==> src/rtl/stk_pkg.sv <==
package stk_pkg;
  typedef enum logic [1:0] {
    FR_PAIR = 2'b00,
    FR_PC   = 2'b01,
    FR_INT  = 2'b10,
    FR_RSV  = 2'b11
  } frame_e;

  function automatic logic [1:0] frame_len(frame_e f);
    return (f == FR_INT) ? 2'd3 : 2'd2;
  endfunction
endpackage

==> src/rtl/stk_fold.sv <==
module stk_fold #(
  parameter int SP_W = 16,
  parameter int OFS_W = 10,
  parameter logic [OFS_W-1:0] SPLIT = 10'h300,
  parameter logic [SP_W-1:0] BASE_LO = 16'hF800,
  parameter logic [SP_W-1:0] BASE_HI = 16'hFC00
) (
  input  logic [SP_W-1:0] raw_i,
  output logic [SP_W-1:0] fold_o
);
  logic [OFS_W-1:0] ofs;
  logic unused_hi;

  assign ofs       = raw_i[OFS_W-1:0];
  assign unused_hi = ^raw_i[SP_W-1:OFS_W];
  // upper quarter of the offset space sits below the rest of the window
  assign fold_o    = ((ofs >= SPLIT) ? BASE_LO : BASE_HI) | SP_W'(ofs);
endmodule

==> src/rtl/stk_seq.sv <==
module stk_seq #(
  parameter int CNT_W = 2
) (
  input  logic             clk_i,
  input  logic             rst_ni,
  input  logic             start_i,
  input  logic [CNT_W-1:0] len_i,
  output logic             busy_o,
  output logic             done_o,
  output logic [CNT_W-1:0] idx_o,
  output logic [CNT_W-1:0] rev_o
);
  logic             busy_q, done_q;
  logic [CNT_W-1:0] idx_q, len_q;
  logic             last;

  assign last = (idx_q == len_q - CNT_W'(1));

  always_ff @(posedge clk_i or negedge rst_ni) begin
    if (!rst_ni) begin
      busy_q <= 1'b0;
      done_q <= 1'b0;
      idx_q  <= '0;
      len_q  <= '0;
    end else begin
      done_q <= busy_q && last;
      if (start_i && !busy_q) begin
        busy_q <= 1'b1;
        idx_q  <= '0;
        len_q  <= len_i;
      end else if (busy_q) begin
        idx_q <= idx_q + CNT_W'(1);
        if (last) busy_q <= 1'b0;
      end
    end
  end

  assign busy_o = busy_q;
  assign done_o = done_q;
  assign idx_o  = idx_q;
  assign rev_o  = len_q - idx_q - CNT_W'(1);
endmodule

==> src/rtl/stk_ptr_engine.sv <==
module stk_ptr_engine
  import stk_pkg::*;
#(
  parameter int SP_W = 16,
  parameter int OFS_W = 10,
  parameter int BYTE_W = 8,
  parameter int MAX_B = 3,
  parameter logic [OFS_W-1:0] SPLIT = 10'h300,
  parameter logic [SP_W-1:0] BASE_LO = 16'hF800,
  parameter logic [SP_W-1:0] BASE_HI = 16'hFC00
) (
  input  logic                    clk_i,
  input  logic                    rst_ni,
  input  logic                    sp_ld_i,
  input  logic [SP_W-1:0]         sp_val_i,
  input  logic                    req_i,
  input  logic                    pop_i,
  input  logic [1:0]              frame_i,
  input  logic [BYTE_W*MAX_B-1:0] push_data_i,
  output logic [BYTE_W*MAX_B-1:0] pop_data_o,
  output logic                    done_o,
  output logic                    busy_o,
  output logic [SP_W-1:0]         sp_o,
  output logic [SP_W-1:0]         mem_addr_o,
  output logic [BYTE_W-1:0]       mem_wdata_o,
  output logic                    mem_we_o,
  input  logic [BYTE_W-1:0]       mem_rdata_i
);
  localparam int FRM_W = BYTE_W * MAX_B;
  localparam int CNT_W = $clog2(MAX_B + 1);
  localparam int N_FOLD = 3;  // 0: load, 1: decrement, 2: increment

  frame_e           fr;
  logic             busy, ld_ok, start;
  logic [CNT_W-1:0] idx, rev;
  logic [SP_W-1:0]  sp_q;
  logic             sp_vld_q, pop_q;
  logic [FRM_W-1:0] wbuf_q, rbuf_q;
  logic [SP_W-1:0]  raw [N_FOLD];
  logic [SP_W-1:0]  fold [N_FOLD];

  assign fr    = frame_e'(frame_i);
  assign ld_ok = sp_ld_i && !busy;
  assign start = req_i && !busy && !sp_ld_i && sp_vld_q && (fr != FR_RSV);

  assign raw[0] = sp_val_i;
  assign raw[1] = sp_q - SP_W'(1);
  assign raw[2] = sp_q + SP_W'(1);

  for (genvar g = 0; g < N_FOLD; g++) begin : g_fold
    stk_fold #(
      .SP_W(SP_W), .OFS_W(OFS_W), .SPLIT(SPLIT),
      .BASE_LO(BASE_LO), .BASE_HI(BASE_HI)
    ) i_fold (
      .raw_i (raw[g]),
      .fold_o(fold[g])
    );
  end

  stk_seq #(.CNT_W(CNT_W)) i_seq (
    .clk_i  (clk_i),
    .rst_ni (rst_ni),
    .start_i(start),
    .len_i  (CNT_W'(frame_len(fr))),
    .busy_o (busy),
    .done_o (done_o),
    .idx_o  (idx),
    .rev_o  (rev)
  );

  always_ff @(posedge clk_i or negedge rst_ni) begin
    if (!rst_ni) begin
      sp_q     <= BASE_LO | SP_W'(SPLIT);
      sp_vld_q <= 1'b0;
      pop_q    <= 1'b0;
      wbuf_q   <= '0;
      rbuf_q   <= '0;
    end else if (ld_ok) begin
      sp_q     <= fold[0];
      sp_vld_q <= 1'b1;
    end else if (start) begin
      pop_q  <= pop_i;
      wbuf_q <= push_data_i;
      rbuf_q <= '0;
    end else if (busy) begin
      sp_q <= pop_q ? fold[2] : fold[1];
      if (pop_q) rbuf_q[int'(idx)*BYTE_W +: BYTE_W] <= mem_rdata_i;
    end
  end

  // push: most significant byte first, at the highest address
  assign mem_we_o    = busy && !pop_q;
  assign mem_addr_o  = mem_we_o ? fold[1] : sp_q;
  assign mem_wdata_o = wbuf_q[int'(rev)*BYTE_W +: BYTE_W];
  assign pop_data_o  = rbuf_q;
  assign busy_o      = busy;
  assign sp_o        = sp_q;
endmodule

==> config.mk <==
export PLATFORM = sky130hd
export DESIGN_NAME = stk_ptr_engine
export DESIGN_NICKNAME = d
export VERILOG_FILES = /design/src/rtl/stk_pkg.sv /design/src/rtl/stk_fold.sv /design/src/rtl/stk_seq.sv /design/src/rtl/stk_ptr_engine.sv
export SDC_FILE = /design/constraint.sdc
export NUM_CORES = 1
export LEC_CHECK = 0
export BUFFER_PORTS_ARGS = -buffer_cell sky130_fd_sc_hd__buf_2
export CORE_ASPECT_RATIO = 1.2
export CORE_MARGIN = 5
export CORE_UTILIZATION = 51
export CTS_CLUSTER_SIZE = 12
export DETAILED_ROUTE_END_ITERATION = 7
export PLACE_DENSITY = 0.81
export SYNTH_ARGS = -nofsm -noshare
export SYNTH_HDL_FRONTEND = slang
export SYNTH_SLANG_ARGS = --single-unit
==> constraint.sdc <==
create_clock -name clk_i -period 2.7 [get_ports clk_i]
set_clock_uncertainty 0.15 [all_clocks]
set_input_delay 0.405 -clock clk_i [delete_from_list [all_inputs] [get_ports clk_i]]
set_output_delay 0.405 -clock clk_i [all_outputs]
set_load 0.02 [all_outputs]
---- Word-level counts from Yosys, hierarchy flattened ----
Cells that the tools add are included.
word-level totals
  register bits ........................... 72
  latch bits .............................. 0
  memory bits (writable) .................. 0
  ROM bits ................................ 0
  input port bits ......................... 55
  output and inout port bits .............. 67
  logic and storage cells ................. 66
  memories ................................ 0
operators by class
  add/sub/neg operators ................... 7
  $mul .................................... 0
  divide/modulo/power cells ............... 0
  magnitude comparators ................... 3
  eq/ne operators ......................... 4
  shift-type cells ........................ 3
  multiplexer cells ....................... 18
  bitwise operators ....................... 4
  reduce and logical (&&, ||, !) cells .... 18
operators with widths
  kind                       number
  $mux W16                   5
  $mux W24                   3
  $or A16 B10 Y16            3
  $mux W11                   3
  $neg A5 Y33                1
  $shift A8 B33 Y24 const A  1
  $shiftx A8 B33 Y24         1
  $ge A10 B10 Y1 const B     3
  $bwmux W24                 1
  $shiftx A24 B6 Y8          1
  $add A10 B1 Y10 const B    1
  $sub A10 B1 Y10 const B    1
  $logic_and A1 B1 Y1        8
  $reduce_bool A2 Y1         4
  $mux W1                    4
  $mux W2                    2
  $ne A2 B2 Y1 const B       2
  $reduce_and A2 Y1          2
  $sub A2 B1 Y2 const B      2
  $logic_not A1 Y1           3
  $reduce_and A3 Y1          1
  $add A2 B1 Y2 const B      1
  $eq A2 B2 Y1               1
  $eq A2 B2 Y1 const B       1
  other kinds (2)            2

---- Logic depth before layout (Yosys ltp) ----
Gate-level depths: netlist of run 1.
  depth in word-level cells ............... 8
  gate-level depth with buffers ........... 7
  depth with buffers taken out ............ 6

---- Cells and area by module ----
From an unflattened synthesis of run 1, not the netlist that was laid out.
second synthesis, totals
  cells, all modules ...................... 506
  area, all modules ....................... 4523.1 µm²
modules (own cells, without submodules)
  module          times used  cells each  area each (µm²)
  stk_ptr_engine  1           433         3868.7
  stk_fold        3           17          120.1
  stk_seq         1           22          294.0

---- Worst setup path after synthesis of run 1 ----
No wires, ideal clock.
  path type ............................... reg2out
  from .................................... reg i_seq.idx_q[0], in the netlist i_seq.idx_o[0]
  to ...................................... out mem_wdata_o[2]
  arrival time ............................ 1.836 ns
  setup slack ............................. 0.309 ns
  cell stages (with the launch flop) ...... 7
  buffers on the path ..................... 1
  cells stage by stage .................... dfrtp_1 -> inv_1 -> ha_1 -> xnor2_2 -> buf_2 -> mux2i_1 -> o22ai_1
on the way
  longest elaborated chain between the ends .. 3
ends and longest elaborated chain
  element                 RTL line              text
  start, declared         stk_seq.sv:14         logic [CNT_W-1:0] idx_q, len_q;
  start signal, assigned  stk_seq.sv:32         idx_q <= idx_q + CNT_W'(1);
  $sub A2 B2 Y2           stk_seq.sv:41         assign rev_o = len_q - idx_q - CNT_W'(1);
  $sub A2 B1 Y2           stk_seq.sv:41
  $shiftx A24 B6 Y8       stk_ptr_engine.sv:94  assign mem_wdata_o = wbuf_q[int'(rev)*BYTE_W +: BYTE_W];
  end, declared           stk_ptr_engine.sv:25  output logic [BYTE_W-1:0] mem_wdata_o,
Every way passes these cells.

---- Final worst setup path of run 1 ----
  from .................................... reg sp_q[7], in the netlist sp_o[7]
  to ...................................... out mem_addr_o[10]
on the way
  longest elaborated chain between the ends .. 5
ends and longest elaborated chain
  element                 RTL line              text
  start, declared         stk_ptr_engine.sv:36  logic [SP_W-1:0] sp_q;
  start signal, assigned  stk_ptr_engine.sv:73  sp_q <= BASE_LO | SP_W'(SPLIT);
  start signal, assigned  stk_ptr_engine.sv:79  sp_q <= fold[0];
  start signal, assigned  stk_ptr_engine.sv:86  sp_q <= pop_q ? fold[2] : fold[1];
  $sub A10 B1 Y10         stk_ptr_engine.sv:47  assign raw[1] = sp_q - SP_W'(1);
  $ge A10 B10 Y1          stk_fold.sv:17        assign fold_o = ((ofs >= SPLIT) ? BASE_LO : BASE_HI) | SP_W'(ofs);
  $mux W11                stk_fold.sv:17
  $or A16 B10 Y16         stk_fold.sv:17
  $mux W16                stk_ptr_engine.sv:93  assign mem_addr_o = mem_we_o ? fold[1] : sp_q;
  end, declared           stk_ptr_engine.sv:24  output logic [SP_W-1:0] mem_addr_o,
Every way passes these cells.

==> results.json, run 1 <==
{
  "synth_top_area_frac": 0.4501,
  "status": "finished clean",
  "worst-path-buf-inv": 1,
  "clockBufferDepth": 2,
  "grt_pass1_wl_um": 14540,
  "cts_sinks": 67,
  "syn_to_final_growth_pct": 24.20,
  "ios": 122,
  "cts.clk_slew.worst_paths_ns": 0.07,
  "cts_root_buf": "clkbuf_8",
  "hp-class": "in -> reg",
  "crit_slowest_cell": "dfrtp_1",
  "max_stage_delay_ns": 0.46,
  "slew_headroom": 0.5244,
  "yosysTopAreaCell": "dfrtp_1",
  "grt_pass1_vias": 3000,
  "crit_family": "compound AO/OA/AOI/OAI gates",
  "layout_common_cells": "buf_2, dfrtp_1, mux2_2",
  "hold_end": "wbuf_q[2]",
  "cts_tree": "yes",
  "first_iter_violations": 128,
  "synth.top_cells.by_area": "dfrtp_1, mux2_2, a22o_1",
  "cts.htree.levels": 3,
  "path_cells": "or2_2 > o311a_1 > a211oi_2 > a21o_2 > buf_2",
  "rrSetupSlack_ns": 0.47,
  "coreArea_sq_um": 6854,
  "crit_type": "reg -> out",
  "antenna_cells": 0,
  "grtUsageTotal": 0.2095,
  "synth-edff-count": 0,
  "mostFrequentLayoutCell": "buf_2",
  "vias_per_cell": 5.577,
  "maxCapViolations": 0,
  "routed_wl_um": 9133,
  "cp-end-kind": "output pin",
  "postRouteAntennaNets": 0,
  "p_switching_w": 0.002697,
  "final-instance-count-excl-fill": 534,
  "p_int_w": 0.003258,
  "crit_path_start": "sp_o[7]",
  "cp-start-kind": "flop",
  "die_w_um": 86.84,
  "finalHoldViolations": 0,
  "worst_pin_slew_ns": 0.7133,
  "p_leak_nw": 2.142,
  "numCtsBuffers": 9,
  "rr_worst_depth": 6,
  "worstPathRequired_ns": 2.14,
  "fin_util": 0.6548,
  "cp_max_fo": 8,
  "ir_drop_v": 0.0009389,
  "fp.dieH_um": 102.2,
  "slew_violations": 0,
  "synth_cell_type_count": 58,
  "drc": 0,
  "hp-start": "push_data_i[2]",
  "start_util": 0.5272,
  "hpwl_um": 6692,
  "hold_depth": 2,
  "avgSynthCellArea_sq_um": 10.92,
  "place_congestion": 0.8320,
  "drive_gt1_frac": 0.4183,
  "dp_slack_ns": 0.1708,
  "place_inst": 515,
  "total_power_w": 0.005954,
  "wl_per_cell_um": 17.10,
  "fmax_ghz": 0.3824,
  "powerDensity_nw_per_um2": 1327,
  "grt_overflow_total": 0,
  "yosys_warnings": 0,
  "port_buffers": 105,
  "num_vias": 2978,
  "setup_violations": 0,
  "tns_ns": 0,
  "timing.rr.end": "sp_o[10]",
  "die_area_sq_um": 8875,
  "drt-pass1-iter-count": 4,
  "synthFlopType": "dfrtp_1",
  "nets": 506,
  "ys_ff_latch": 67,
  "period_minus_slack_ns": 2.615,
  "worst_slack_ns": 0.08495,
  "syn_area_sq_um": 3613,
  "fillers": 539,
  "antenna_found_initial": 0,
  "p_clk_frac": 0.123,
  "std_cell_rows": 33,
  "async_flop_share": 1.000,
  "seq_area_frac_synth": 0.4647,
  "swShare": 0.4529,
  "p_seq_frac": 0.290,
  "clkLatencyLatePin_ns": 0.33,
  "crit_arrival_ns": 2.06,
  "finalCritPeriodShare": 0.9685,
  "combPwrFrac": 0.587,
  "syn-instance-count": 331,
  "grt_max_degree": 38,
  "r2r-start": "sp_o[1]"
}
Yosys cell counts, types with 6 or more instances:
cell / number
a211oi_1: 6
a21oi_1: 8
a22o_1: 16
a22oi_1: 8
buf_2: 12
buf_4: 12
dfrtp_1: 65
ha_1: 7
inv_1: 8
mux2_2: 25
mux2i_1: 13
nand2_1: 20
nor2_1: 16
nor3_1: 6
o21ai_0: 8
o22ai_1: 8
or3_1: 6
xnor2_1: 16
layout make-up:
cell class	count	area [sq um]	share of cell area
Inverter	9	37.54	0.008364
Sequential cell	67	1680	0.3744
Timing Repair Buffer	128	738.2	0.1645
Multi-Input combinational cell	229	1755	0.3911
Clock buffer	12	155.1	0.03457
Tap cell	87	108.9	0.02425
Clock inverter	2	12.51	0.002788
per-stage QoR:
step	hold WS (ns)	cell area, sq um
finish	0.1507	4488
global route	0.1358	4488
CTS	0.1343	4432
detailed placement	0.2982	4243
global placement	0.2887	4243
floorplan	-0.04059	3647
metal layers:
metal,vias up,part of all wire,track usage,routed length (um)
li1,1395,-,-,-
met1,1438,0.36,0.2418,3328
met2,129,0.53,0.3729,4875
met3,16,0.083,0.05484,761
met4,0,0.018,0.07434,168
met5,-,0,0,0
cells by family after synthesis:
kind of cell / synth area share
xor+xnor: 0.05540
simple gates: 0.1260
fa+ha+maj: 0.02424
other cells: 0.001038
flops: 0.4647
compound gates: 0.1482
mux: 0.1139
buf+inv: 0.06648
worst max path at each step:
stage	endpoint	slack [ns]	cells after the start
after floorplan	mem_wdata_o[2]	0.31	6
after global placement	mem_wdata_o[1]	0.21	5
after detailed placement	mem_wdata_o[2]	0.17	6
after CTS	mem_wdata_o[3]	0.009	5
after global routing	mem_addr_o[9]	-0.009	6
final	mem_addr_o[10]	0.08	5
what timing repair did:
action,4_1_cts,5_1_grt
setup buffers,0,4
pin swaps,1,1
hold buffers,1,0
setup endpoints to repair,8,10
hold endpoints to repair,30,0
resized for setup,1,4
power by group through the flow:
stage	Combinational (W)	Sequential, W	Clock, W
after detailed placement	0.00332	0.00173	0
after CTS	0.00337	0.00172	0.000749
after floorplan	0.00224	0.00185	0
after global placement	0.00323	0.00171	0
final	0.00350	0.00173	0.000730
after global routing	0.00381	0.00178	0.000795
sequential cells by signal, summed over array words and instances (netlist names):
name and flops:
i_seq.busy_o 1, i_seq.done_o 1, i_seq.idx_o 2, i_seq.len_q 2, pop_data_o 24, pop_q 1
sp_o 11, sp_vld_q 1, wbuf_q 24
worst reg2reg max path: stages (launching register included):
cell     delay (ns)
dfrtp_2        0.45
buf_4          0.18
ha_1           0.25
or3b_2         0.45
nor4_1         0.19
nor3_1         0.10
or3_1          0.35
(Power assumes the default switching activity.)
==> run 2, diff against run 1 <==
- CORE_UTILIZATION: 51 -> 46
- PLACE_DENSITY: 0.81 -> 0.77
- clock period: 2.7 -> 2.25 ns (I/O delays scaled with it)
==> run 2 against run 1 <==
Largest cell class unchanged. Wire length increased by 4.9%. Worst setup slack lost 0.25 ns. Combinational power grew 39%. The flow now finishes with violations (negative setup slack). Clock-buffer cell count decreased by 3. Power increased by 33%. Clock power grew 38%. Critical endpoint unchanged. Die area increased by 9.7%.
==> results.json, run 2 (synthesized netlist as in run 1, its figures left out) <==
{
  "port_buffers": 105,
  "fp.dieH_um": 107.1,
  "finalCritPeriodShare": 1.072,
  "finalHoldViolations": 0,
  "tns_ns": -0.9832,
  "place_congestion": 0.9051,
  "std_cell_rows": 35,
  "fin_util": 0.6366,
  "hp-class": "in -> reg",
  "hpwl_um": 6633,
  "routed_wl_um": 9580,
  "rrSetupSlack_ns": 0.11,
  "p_leak_nw": 2.329,
  "grtUsageTotal": 0.1981,
  "numCtsBuffers": 9,
  "powerDensity_nw_per_um2": 1624,
  "setup_violations": 13,
  "drc": 0,
  "worstPathRequired_ns": 1.76,
  "layout_common_cells": "buf_2, dfrtp_1, buf_4",
  "rsz0062_at_grt": "yes",
  "fmax_ghz": 0.4147,
  "crit_path_start": "sp_o[0]",
  "dp_slack_ns": -0.08769,
  "crit_type": "reg -> out",
  "ir_drop_v": 0.001091,
  "worst_pin_slew_ns": 0.7366,
  "first_iter_violations": 98,
  "dpl_cell_area_sq_um": 4342,
  "worst_slack_ns": -0.1614,
  "drive_gt1_frac": 0.4958,
  "die_w_um": 90.91,
  "start_util": 0.4715,
  "grt_pass1_vias": 3282,
  "grt_overflow_total": 0,
  "mostFrequentLayoutCell": "buf_2",
  "drt-pass1-iter-count": 4,
  "antenna_cells": 0,
  "maxCapViolations": 0,
  "cp_max_fo": 5,
  "period_minus_slack_ns": 2.411,
  "grt_max_degree": 68,
  "syn_to_final_growth_pct": 35.01,
  "rr_worst_depth": 6,
  "slew_violations": 0,
  "slew_headroom": 0.5090,
  "die_area_sq_um": 9736,
  "postRouteAntennaNets": 0,
  "cts_root_buf": "clkbuf_8",
  "wl_per_cell_um": 16.93,
  "grt_pass1_wl_um": 15750,
  "vias_per_cell": 5.555,
  "cts_sinks": 67,
  "antenna_found_initial": 0,
  "cts.htree.levels": 3,
  "cts.clk_slew.worst_paths_ns": 0.08,
  "clockBufferDepth": 2,
  "status": "finished with violations",
  "crit_arrival_ns": 1.92,
  "r2r-start": "sp_o[0]",
  "endpoint": "mem_addr_o[10]",
  "timing.rr.end": "sp_o[10]",
  "fin_area_sq_um": 4878,
  "violations": "negative setup slack",
  "cp-start-kind": "flop",
  "ios": 122,
  "num_vias": 3144,
  "coreArea_sq_um": 7664,
  "nets": 531,
  "cp-end-kind": "output pin",
  "cts_tree": "yes",
  "clkLatencyLatePin_ns": 0.34
}
-- run 2: cell type report --
| class | instances | area [sq um] |
|---|---|---|
| multi-input cells | 229 | 1881 |
| repair buffers | 153 | 960.9 |
| flip-flops and latches | 67 | 1685 |
| clock buffers | 9 | 123.9 |
| fillers | 614 | 2785 |
| clock inverters | 7 | 76.32 |
| inverters | 9 | 36.28 |
| well taps | 92 | 115.1 |
-- run 2: worst max-delay path, stage by stage, from the launching register on --
cell and delay (ns):
dfrtp_2 0.46, inv_2 0.10, ha_4 0.16, nand2b_4 0.07, o311a_1 0.36, a211oi_2 0.20
a21o_2 0.13, buf_6 0.11
-- run 2: repair_timing --
| action | 4_1_cts | 5_1_grt |
|---|---|---|
| endpoints found under the setup margin | 17 | 17 |
| hold endpoints to repair | 65 | 0 |
| buffers inserted | 14 | 3 |
| resized for setup | 33 | 10 |
| hold buffers | 1 | 0 |
| pin swaps | 11 | 8 |
-- run 2: routing by layer --
layer  GRT usage  part of all wire  vias to the layer above  routed length [um]
li1            -                 -                     1454                   -
met1      0.2337              0.40                     1550                3808
met2      0.3385              0.51                      124                4903
met3     0.06526             0.073                       16                 703
met4     0.06709             0.017                        0                 164
met5           0                 0                        -                   0
-- run 2: how the worst min path moves through the flow --
stage | from | end | cells past startpoint
floorplan | rst_ni | i_seq.busy_o | 0
global placement | rst_ni | i_seq.done_o | 2
detailed placement | rst_ni | sp_o[10] | 2
CTS | push_data_i[10] | wbuf_q[10] | 2
global route | push_data_i[10] | wbuf_q[10] | 2
finish | push_data_i[9] | wbuf_q[9] | 2
-- run 2: report_power, final --
part / total [W] / internal [W] / switching (W)
Combinational: 0.00487 / 0.00218 / 0.00269
Clock: 0.00101 / 0.000519 / 0.000487
Sequential: 0.00205 / 0.00170 / 0.000349
Total: 0.00792 / 0.00440 / 0.00352
-- run 2: stage by stage --
| step | total power, W | hold slack [ns] | std cells |
|---|---|---|---|
| 2_1_floorplan | 0.004912 | -0.1081 | 340 |
| 5_1_grt | 0.008432 | 0.04530 | 566 |
| 6_report | 0.007922 | 0.07489 | 566 |
| 3_5_place_dp | 0.006218 | 0.2305 | 532 |
| 4_1_cts | 0.007791 | 0.04931 | 563 |
| 3_3_place_gp | 0.006091 | 0.2299 | 532 |
==> run 3, diff against run 2 <==
- CORE_ASPECT_RATIO: 1.2 -> 2
- CORE_UTILIZATION: 46 -> 25
- GPL_TIMING_DRIVEN: unset -> 0
- PLACE_DENSITY: 0.77 -> unset
==> run 3 against run 2 <==
The run ends with negative hold slack, negative setup slack left. Maximum frequency down 3.9%. Worst hold slack got worse by 0.10 ns. Critical path depth down 2. Die area grew 76%. Flip-flop and latch count unchanged. Global-route usage shrank 6.1 points. Sequential share of layout area down 1.4 points. Final cell count rose by 18%. Clock-buffer cell count rose by 5. Power is 6.6% higher. Critical path type unchanged. Critical endpoint unchanged. Largest cell class unchanged.
==> results.json, run 3 (synthesized netlist as in run 1, its figures left out) <==
{
  "cts_sinks": 67,
  "place_congestion": 0.8108,
  "grt_pass1_wl_um": 17800,
  "clkLatencyLatePin_ns": 0.33,
  "start_util": 0.2532,
  "grt_max_degree": 68,
  "postRouteAntennaNets": 0,
  "syn_to_final_growth_pct": 40.96,
  "routed_wl_um": 11580,
  "total_power_w": 0.008443,
  "crit_type": "reg -> out",
  "grtUsageTotal": 0.1370,
  "cts_tree": "yes",
  "slew_violations": 0,
  "drc": 0,
  "cp-start-kind": "flop",
  "cts_root_buf": "clkbuf_16",
  "period_minus_slack_ns": 2.509,
  "met1_length_um": 4029,
  "die_area_sq_um": 17100,
  "dp_slack_ns": -0.4913,
  "fin_area_sq_um": 5094,
  "hp-class": "in -> async",
  "cts.clk_slew.worst_paths_ns": 0.06,
  "wl_met3_um": 447,
  "coreArea_sq_um": 14270,
  "highest_layer": "met4",
  "clockBufferDepth": 2,
  "num_vias": 3115,
  "first_iter_violations": 120,
  "slew_headroom": 0.3958,
  "powerDensity_nw_per_um2": 1658,
  "wl_met2_um": 6753,
  "vias_per_cell": 4.663,
  "place_inst": 636,
  "wl_per_cell_um": 17.33,
  "dpl_cell_area_sq_um": 4415,
  "crit_family": "compound AO/OA/AOI/OAI gates",
  "die_w_um": 95.01,
  "violations": "negative hold slack, negative setup slack",
  "std_cell_rows": 62,
  "drt-pass1-iter-count": 5,
  "port_buffers": 104,
  "ios": 122,
  "layout_common_cells": "buf_2, dfrtp_1, buf_4",
  "grt_overflow_total": 0,
  "hpwl_um": 8523,
  "setup_violations": 10,
  "p_leak_nw": 2.354,
  "mostFrequentLayoutCell": "buf_2",
  "worst_slack_ns": -0.2585,
  "cp-end-kind": "output pin",
  "status": "finished with violations",
  "fmax_ghz": 0.3986,
  "final-instance-count-excl-fill": 668,
  "cp_max_fo": 3,
  "worst_pin_slew_ns": 0.9063,
  "maxCapViolations": 0,
  "drive_gt1_frac": 0.4926,
  "grt_pass1_vias": 3334,
  "crit_slowest_cell": "or3_4",
  "path_cells": "or3_4 > o311a_1 > a211oi_2 > a21o_2 > buf_6",
  "fin_hold_ws_ns": -0.02520,
  "worstPathRequired_ns": 1.76,
  "ir_drop_v": 0.0006663,
  "crit_arrival_ns": 2.02,
  "worst-path-buf-inv": 1,
  "finalCritPeriodShare": 1.115,
  "numCtsBuffers": 9,
  "cts.htree.levels": 3,
  "rsz0062_at_grt": "yes",
  "max_stage_delay_ns": 0.42,
  "antenna_found_initial": 1,
  "finalHoldViolations": 20,
  "fp.dieH_um": 180.0,
  "nets": 532
}
[run 3: changes by cell type in the layout (fill, tap and decap cells not counted), moves of 4 or more]
cell / change
buf_2: +6
buf_4: -14
buf_6: +5
clkbuf_1: +4
clkbuf_16: +9
clkbuf_8: -4
[run 3: timing repair]
action,in CTS,in global routing
pin swaps,6,7
endpoints found under the setup margin,33,33
buffers inserted,11,8
gates resized for setup,40,28
hold buffers,0,0
cloned,0,0
[run 3: layer usage]
metal / vias up / GRT usage
li1: 1450 / -
met1: 1559 / 0.1357
met2: 85 / 0.2670
met3: 21 / 0.02006
met4: 0 / 0.06131
met5: - / 0
[run 3: layout make-up]
class / count / area, sq um
sequential: 67 / 1687
clock inverter: 2 / 10.01
fill: 1511 / 9180
inverter: 9 / 42.54
timing repair buffer: 123 / 716.9
clock buffer: 14 / 274.0
buffer: 31 / 222.7
multi-input combinational: 229 / 1898
antenna: 1 / 2.502
tap: 192 / 240.2
[run 3: final timing paths]
| path | depth (start not counted) | from | endpoint | slack, ns |
|---|---|---|---|---|
| worst min-delay path | 1 | rst_ni | wbuf_q[5] | -0.03 |
| worst min register to register | 1 | sp_vld_q | sp_vld_q | 0.32 |
| max in group asynchronous | 1 | rst_ni | sp_o[4] | 1.31 |
| min in group clk_i | 2 | push_data_i[1] | wbuf_q[1] | 0.09 |
| worst max-delay path | 5 | sp_o[5] | mem_addr_o[10] | -0.26 |
| worst max register to register | 6 | i_seq.busy_o | pop_data_o[10] | 0.13 |
[run 3: report_power, final]
| part | switching (W) | total [W] | internal (W) |
|---|---|---|---|
| Clock | 0.000507 | 0.00134 | 0.000833 |
| Combinational | 0.00282 | 0.00507 | 0.00225 |
| Sequential | 0.000327 | 0.00203 | 0.00170 |
| Total | 0.00366 | 0.00844 | 0.00479 |
[run 3: stage by stage]
step	setup TNS, ns	utilization
after floorplan	-0.1463	-
after global placement	-2.995	0.3092
after detailed placement	-3.854	0.3093
after CTS	-1.746	0.3453
after global routing	-1.970	0.3569
final	-0.8209	0.3569
